### config.mk
export PLATFORM = sky130hd
export DESIGN_NAME = int_exec_unit
export DESIGN_NICKNAME = d
export VERILOG_FILES = /design/src/rtl/int_exec_pkg.sv /design/src/rtl/int_exec_opnd.sv /design/src/rtl/int_exec_arith.sv /design/src/rtl/int_exec_shift.sv /design/src/rtl/int_exec_unit.sv
export SDC_FILE = /design/constraint.sdc
export NUM_CORES = 1
export LEC_CHECK = 0
export BUFFER_PORTS_ARGS = -buffer_cell sky130_fd_sc_hd__buf_2
export CAP_MARGIN = 20
export CORE_MARGIN = 2
export CORE_UTILIZATION = 50
export DETAILED_ROUTE_END_ITERATION = 8
export PLACE_DENSITY_LB_ADDON = 0.12
export REMOVE_ABC_BUFFERS = 1
export SYNTH_ARGS = -nofsm -noshare
export SYNTH_HDL_FRONTEND = slang
export SYNTH_SLANG_ARGS = --single-unit
### constraint.sdc
create_clock -name vclk -period 6.7
set_clock_uncertainty 0.2 [all_clocks]
set_input_delay 1.34 -clock vclk [all_inputs]
set_output_delay 1.34 -clock vclk [all_outputs]
set_load 0.01 [all_outputs]
### src/rtl/int_exec_pkg.sv
// Shared definitions for the integer execution unit.
// Assumes a 5-bit operation code; codes 24..31 are reserved.
package int_exec_pkg;

    localparam int OP_W = 5;

    typedef enum logic [OP_W-1:0] {
        OP_ADD   = 5'd0,
        OP_ADDU  = 5'd1,
        OP_SUB   = 5'd2,
        OP_SUBU  = 5'd3,
        OP_AND   = 5'd4,
        OP_OR    = 5'd5,
        OP_XOR   = 5'd6,
        OP_NOR   = 5'd7,
        OP_SLT   = 5'd8,
        OP_SLTU  = 5'd9,
        OP_ADDI  = 5'd10,
        OP_ADDIU = 5'd11,
        OP_SLTI  = 5'd12,
        OP_SLTIU = 5'd13,
        OP_ANDI  = 5'd14,
        OP_ORI   = 5'd15,
        OP_XORI  = 5'd16,
        OP_LUI   = 5'd17,
        OP_SLL   = 5'd18,
        OP_SRL   = 5'd19,
        OP_SRA   = 5'd20,
        OP_SLLV  = 5'd21,
        OP_SRLV  = 5'd22,
        OP_SRAV  = 5'd23
    } op_e;

    // Which functional unit feeds the result.
    typedef enum logic [3:0] {
        SEL_ZERO,
        SEL_ARITH,
        SEL_AND,
        SEL_OR,
        SEL_XOR,
        SEL_NOR,
        SEL_SLT,
        SEL_SLTU,
        SEL_SHIFT,
        SEL_UPPER
    } sel_e;

    // Decoded control bundle.
    typedef struct packed {
        sel_e sel;
        logic use_imm;     // second operand from the immediate
        logic imm_signed;  // sign-extend instead of zero-extend
        logic subtract;    // adder computes a - b
        logic trap;        // signed overflow is reported
        logic sh_var;      // shift count from src_b
        logic sh_right;    // shift right instead of left
        logic sh_arith;    // right shift fills with the sign bit
    } ctl_t;

endpackage

### src/rtl/int_exec_opnd.sv
// Second-operand selector: passes the register operand, or widens the
// immediate with zeros or sign copies. Assumes DATA_W > IMM_W.
module int_exec_opnd #(
    parameter int DATA_W = 32,
    parameter int IMM_W  = 16
) (
    input  logic [DATA_W-1:0] reg_b_i,
    input  logic [IMM_W-1:0]  imm_i,
    input  logic              use_imm_i,
    input  logic              imm_signed_i,
    output logic [DATA_W-1:0] opnd_o
);
    localparam int PAD_W = DATA_W - IMM_W;

    logic             fill;
    logic [DATA_W-1:0] imm_wide;

    // Widen the immediate and pick the operand.
    always_comb begin
        fill     = imm_signed_i & imm_i[IMM_W-1];
        imm_wide = {{PAD_W{fill}}, imm_i};
        opnd_o   = use_imm_i ? imm_wide : reg_b_i;
    end
endmodule

### src/rtl/int_exec_arith.sv
// Adder/subtractor with signed-overflow detection and both orderings of
// the less-than comparison. The comparison outputs are meaningful only
// when subtract_i is high.
module int_exec_arith #(
    parameter int DATA_W = 32
) (
    input  logic [DATA_W-1:0] a_i,
    input  logic [DATA_W-1:0] b_i,
    input  logic              subtract_i,
    output logic [DATA_W-1:0] sum_o,
    output logic              sovf_o,
    output logic              lt_signed_o,
    output logic              lt_unsigned_o
);
    localparam int MSB = DATA_W - 1;

    logic [DATA_W-1:0] b_eff;
    logic [DATA_W:0]   wide;

    // One carry chain serves add, subtract and both comparisons.
    always_comb begin
        b_eff         = subtract_i ? ~b_i : b_i;
        wide          = {1'b0, a_i} + {1'b0, b_eff} + {{DATA_W{1'b0}}, subtract_i};
        sum_o         = wide[MSB:0];
        sovf_o        = (a_i[MSB] == b_eff[MSB]) && (sum_o[MSB] != a_i[MSB]);
        lt_signed_o   = sum_o[MSB] ^ sovf_o;
        lt_unsigned_o = ~wide[DATA_W];
    end
endmodule

### src/rtl/int_exec_shift.sv
// Logarithmic barrel shifter. Left shifts reuse the right-shift network
// through bit reversal. Assumes DATA_W is a power of two.
module int_exec_shift #(
    parameter int DATA_W = 32
) (
    input  logic [DATA_W-1:0]         val_i,
    input  logic [$clog2(DATA_W)-1:0] amt_i,
    input  logic                      right_i,
    input  logic                      arith_i,
    output logic [DATA_W-1:0]         res_o
);
    localparam int SH_W = $clog2(DATA_W);

    logic [DATA_W-1:0] stage [SH_W+1];
    logic [DATA_W-1:0] rev_in;
    logic [DATA_W-1:0] rev_out;
    logic              fill;

    // Reverse bit order for left shifts; fill only for arithmetic right.
    always_comb begin
        for (int i = 0; i < DATA_W; i++) begin
            rev_in[i] = val_i[DATA_W-1-i];
        end
        fill     = right_i & arith_i & val_i[DATA_W-1];
        stage[0] = right_i ? val_i : rev_in;
    end

    for (genvar s = 0; s < SH_W; s++) begin : g_stage
        localparam int K = 2 ** s;
        // Stage s moves the word right by 2**s when its count bit is set.
        always_comb begin
            stage[s+1] = amt_i[s] ? {{K{fill}}, stage[s][DATA_W-1:K]} : stage[s];
        end
    end

    // Undo the reversal for left shifts.
    always_comb begin
        for (int i = 0; i < DATA_W; i++) begin
            rev_out[i] = stage[SH_W][DATA_W-1-i];
        end
        res_o = right_i ? stage[SH_W] : rev_out;
    end
endmodule

### src/rtl/int_exec_unit.sv
// Integer execution unit: decodes the operation, routes operands through
// the operand selector, adder and shifter, and selects the result.
// Purely combinational; the overflow flag doubles as the write-suppress
// request and the result always carries the wrapped value.
module int_exec_unit #(
    parameter int DATA_W = 32,
    parameter int IMM_W  = 16,
    parameter int OPC_W  = 5
) (
    input  logic [OPC_W-1:0]          op_i,
    input  logic [DATA_W-1:0]         src_a_i,
    input  logic [DATA_W-1:0]         src_b_i,
    input  logic [IMM_W-1:0]          imm_i,
    input  logic [$clog2(DATA_W)-1:0] shamt_i,
    output logic [DATA_W-1:0]         result_o,
    output logic                      ovf_o,
    output logic                      wr_suppress_o
);
    import int_exec_pkg::*;

    localparam int SH_W  = $clog2(DATA_W);
    localparam int LOW_W = DATA_W - IMM_W;

    ctl_t              ctl;
    logic [DATA_W-1:0] opnd_b;
    logic [DATA_W-1:0] sum;
    logic              sovf;
    logic              lt_s;
    logic              lt_u;
    logic [SH_W-1:0]   sh_amt;
    logic [DATA_W-1:0] sh_res;

    // Decode the operation code into the control bundle.
    always_comb begin
        ctl = '{sel: SEL_ZERO, default: 1'b0};
        unique case (op_i)
            OP_ADD:   begin ctl.sel = SEL_ARITH; ctl.trap = 1'b1; end
            OP_ADDU:  ctl.sel = SEL_ARITH;
            OP_SUB:   begin ctl.sel = SEL_ARITH; ctl.subtract = 1'b1; ctl.trap = 1'b1; end
            OP_SUBU:  begin ctl.sel = SEL_ARITH; ctl.subtract = 1'b1; end
            OP_AND:   ctl.sel = SEL_AND;
            OP_OR:    ctl.sel = SEL_OR;
            OP_XOR:   ctl.sel = SEL_XOR;
            OP_NOR:   ctl.sel = SEL_NOR;
            OP_SLT:   begin ctl.sel = SEL_SLT;  ctl.subtract = 1'b1; end
            OP_SLTU:  begin ctl.sel = SEL_SLTU; ctl.subtract = 1'b1; end
            OP_ADDI:  begin
                ctl.sel = SEL_ARITH; ctl.use_imm = 1'b1;
                ctl.imm_signed = 1'b1; ctl.trap = 1'b1;
            end
            OP_ADDIU: begin ctl.sel = SEL_ARITH; ctl.use_imm = 1'b1; ctl.imm_signed = 1'b1; end
            OP_SLTI:  begin
                ctl.sel = SEL_SLT; ctl.use_imm = 1'b1;
                ctl.imm_signed = 1'b1; ctl.subtract = 1'b1;
            end
            OP_SLTIU: begin
                ctl.sel = SEL_SLTU; ctl.use_imm = 1'b1;
                ctl.imm_signed = 1'b1; ctl.subtract = 1'b1;
            end
            OP_ANDI:  begin ctl.sel = SEL_AND; ctl.use_imm = 1'b1; end
            OP_ORI:   begin ctl.sel = SEL_OR;  ctl.use_imm = 1'b1; end
            OP_XORI:  begin ctl.sel = SEL_XOR; ctl.use_imm = 1'b1; end
            OP_LUI:   ctl.sel = SEL_UPPER;
            OP_SLL:   ctl.sel = SEL_SHIFT;
            OP_SRL:   begin ctl.sel = SEL_SHIFT; ctl.sh_right = 1'b1; end
            OP_SRA:   begin ctl.sel = SEL_SHIFT; ctl.sh_right = 1'b1; ctl.sh_arith = 1'b1; end
            OP_SLLV:  begin ctl.sel = SEL_SHIFT; ctl.sh_var = 1'b1; end
            OP_SRLV:  begin ctl.sel = SEL_SHIFT; ctl.sh_var = 1'b1; ctl.sh_right = 1'b1; end
            OP_SRAV:  begin
                ctl.sel = SEL_SHIFT; ctl.sh_var = 1'b1;
                ctl.sh_right = 1'b1; ctl.sh_arith = 1'b1;
            end
            default:  ctl = '{sel: SEL_ZERO, default: 1'b0};
        endcase
    end

    int_exec_opnd #(.DATA_W(DATA_W), .IMM_W(IMM_W)) u_opnd (
        .reg_b_i      (src_b_i),
        .imm_i        (imm_i),
        .use_imm_i    (ctl.use_imm),
        .imm_signed_i (ctl.imm_signed),
        .opnd_o       (opnd_b)
    );

    int_exec_arith #(.DATA_W(DATA_W)) u_arith (
        .a_i           (src_a_i),
        .b_i           (opnd_b),
        .subtract_i    (ctl.subtract),
        .sum_o         (sum),
        .sovf_o        (sovf),
        .lt_signed_o   (lt_s),
        .lt_unsigned_o (lt_u)
    );

    // Shift count: low bits of src_b for variable forms, else the constant.
    always_comb begin
        sh_amt = ctl.sh_var ? src_b_i[SH_W-1:0] : shamt_i;
    end

    int_exec_shift #(.DATA_W(DATA_W)) u_shift (
        .val_i   (src_a_i),
        .amt_i   (sh_amt),
        .right_i (ctl.sh_right),
        .arith_i (ctl.sh_arith),
        .res_o   (sh_res)
    );

    // Result multiplexer and trap outputs.
    always_comb begin
        unique case (ctl.sel)
            SEL_ARITH: result_o = sum;
            SEL_AND:   result_o = src_a_i & opnd_b;
            SEL_OR:    result_o = src_a_i | opnd_b;
            SEL_XOR:   result_o = src_a_i ^ opnd_b;
            SEL_NOR:   result_o = ~(src_a_i | opnd_b);
            SEL_SLT:   result_o = {{(DATA_W-1){1'b0}}, lt_s};
            SEL_SLTU:  result_o = {{(DATA_W-1){1'b0}}, lt_u};
            SEL_SHIFT: result_o = sh_res;
            SEL_UPPER: result_o = {imm_i, {LOW_W{1'b0}}};
            default:   result_o = '0;
        endcase
        ovf_o         = ctl.trap & sovf;
        wr_suppress_o = ctl.trap & sovf;
    end
endmodule

==> results_dict.tcl <==
set metrics [dict create \
    grt_pass1_vias 9741 \
    detail_route.wl_per_cell_um 24.8 \
    fmax_mhz 148 \
    setup_viol 2 \
    layout-drive-gt1-share_pct 33.3 \
    hpwl_um 31900 \
    grtUsageMet1_pct 59.8 \
    met2_usage_pct 68.9 \
    cap_violations 0 \
    wl_um 40300 \
    n_antenna_cell 0 \
    ys_warn_count 0 \
    fin_ws_ps -52.6 \
    yosysTopAreaCellShare_pct 15.4 \
    overflow 0 \
    ant_nets 0 \
    start_util_pct 51.0 \
    cp.required_ps 5160 \
    area_growth_pct 32.4 \
    netlist_instances 1141 \
    timing.final.crit_period_ps 6750 \
    n_sequential_cell 0 \
    grt.busiest_layer "met2" \
    netlist_area_mm2 0.00804 \
    worst_hold_slack_ps 2990 \
    core_mm2 0.0158 \
    crit_type "in -> out" \
    finalSetupTns_ps -71.1 \
    slew_headroom_pct 50.1 \
    slew_violations 0 \
    ctsHoldBuffers 0 \
    pin_count 124 \
    ys_seq_area_share_pct 0 \
    critPathArrivalTime_ps 5210 \
    finalPower_mw 1.35 \
    final_common_cell "buf_4" \
    grt_usage_pct 45.0 \
    p_per_area_mw_per_mm2 127 \
    drc 0 \
    vias_per_cell 6.71 \
    synth_cell_types 90 \
    synthTopCellsByArea "ha_1 15%, mux2i_1 8.1%, a21oi_1 7.0%, nand2_1 5.4%, o21ai_0 5.4%" \
    status "complete, but fails checks" \
    layout.nets 1599 \
    finalHoldViolCount 0 \
    grtUsageMet3_pct 7.86 \
    clkbuf_count 0 \
    grt_pass1_wl_um 57800 \
    seq_area_um2 0 \
    die_w_um 131 \
    path_max_fanout 7 \
    rsz0062_at_grt "true" \
    synth_area_per_cell_um2 7.04 \
    leakage_nw 5.06 \
    startpoint_type "input port" \
    dieArea_mm2 0.0171 \
    layout_common_cells "221 x buf_4, 122 x buf_2, 114 x nand2_1" \
    firstDrtPassIters 8 \
    port_buffers 124 \
    gp_congestion 1.06 \
    grt_max_degree 33 \
    die_h_um 131 \
    worst_pin_slew_ps 749 \
    period_share_pct 101 \
    violations "setup timing" \
    worstSetupEndpointType "output pin" \
    hp-class "in -> out" \
    vdd_drop_max_uv 97.8 \
    rows 46 \
    synth_top_cell_by_area "ha_1" \
    drt-initial-drc-count 1566 \
    antenna_found_initial 0 \
    via_count 10900 \
]
-- Yosys cell counts, drive strengths merged, types with 8 or more instances --
cell      n
clkbuf   44
inv      75
xnor2    48
nand2   117
nand4     9
a211oi   20
a221o    21
mux4      9
o221ai   10
nor3     14
o211ai   17
ha       99
a222oi    9
o21ai    93
a22o      9
nand3    14
and3     12
a31oi    21
xor2     14
mux2     17
mux2i    67
a21o     23
a21oi   115
nor2     77
nand2b   10
o31ai     8
a221oi   28
buf      42
-- power breakdown --
part | switching (mW) | internal [mW]
logic | 0.763 | 0.590
registers | 0 | 0
clock network | 0 | 0
-- critical path, cell delays in order --
cell,delay [ps]
buf_8,100
or2_4,250
nor3_4,170
a21o_1,170
buf_8,180
buf_4,140
mux2i_4,260
xnor2_1,100
ha_1,220
a21o_1,210
a31oi_1,180
o21ai_1,140
a31oi_2,230
nand4b_1,160
a221oi_2,390
xor2_1,310
o211ai_1,170
a211o_1,320
buf_2,150
-- through the flow --
| stage | setup slack, ps | util [%] | std cells | area (um2) |
|---|---|---|---|---|
| 4_1_cts | 3.51 | 64.6 | 1607 | 10200 |
| 3_3_place_gp | -350 | 63.9 | 1604 | 10100 |
| 5_1_grt | -223 | 67.5 | 1623 | 10600 |
| 6_report | -52.6 | 67.5 | 1623 | 10600 |
| 2_1_floorplan | -976 | - | 1055 | 7560 |
| 3_5_place_dp | -400 | 63.9 | 1604 | 10100 |
-- cell families (layout without fill, tap and decap cells) --
group | after synthesis | count (layout) | synth area share [%]
AOI/OAI and AO/OA | 434 | 434 | 37.0
and+or+nand+nor | 290 | 290 | 17.3
buffers and inverters | 161 | 427 | 9.46
adders and majority gates | 101 | 101 | 15.8
muxes | 93 | 93 | 13.7
xor gates and xnor gates | 62 | 62 | 6.76
-- layer usage --
metal | up-vias | routed length, um
met1 | 5063 | 15600
met3 | 201 | 4700
met4 | 0 | 2880
met5 | - | 0
met2 | 794 | 17200
li1 | 4826 | -
-- path summary, 6_finish.rpt --
path,from,cells after the start,to
min,imm_i[9],5,result_o[25]
max,op_i[1],19,result_o[17]
-- timing repair --
item | 4_1_cts | 5_1_grt
cloned | 0 | 1
setup endpoints to repair | 18 | 21
setup buffers | 3 | 16
resized for setup | 22 | 70
pin swaps | 9 | 39
-- area by class of cell --
class                           instances  area, um2
Inverter                               75        282
Multi-Input combinational cell        980       7670
Tap cell                              216        270
Timing Repair Buffer                  352       2420
Fill cell                            1443       5130
No activity file was read; power rests on OpenSTA's default activity.
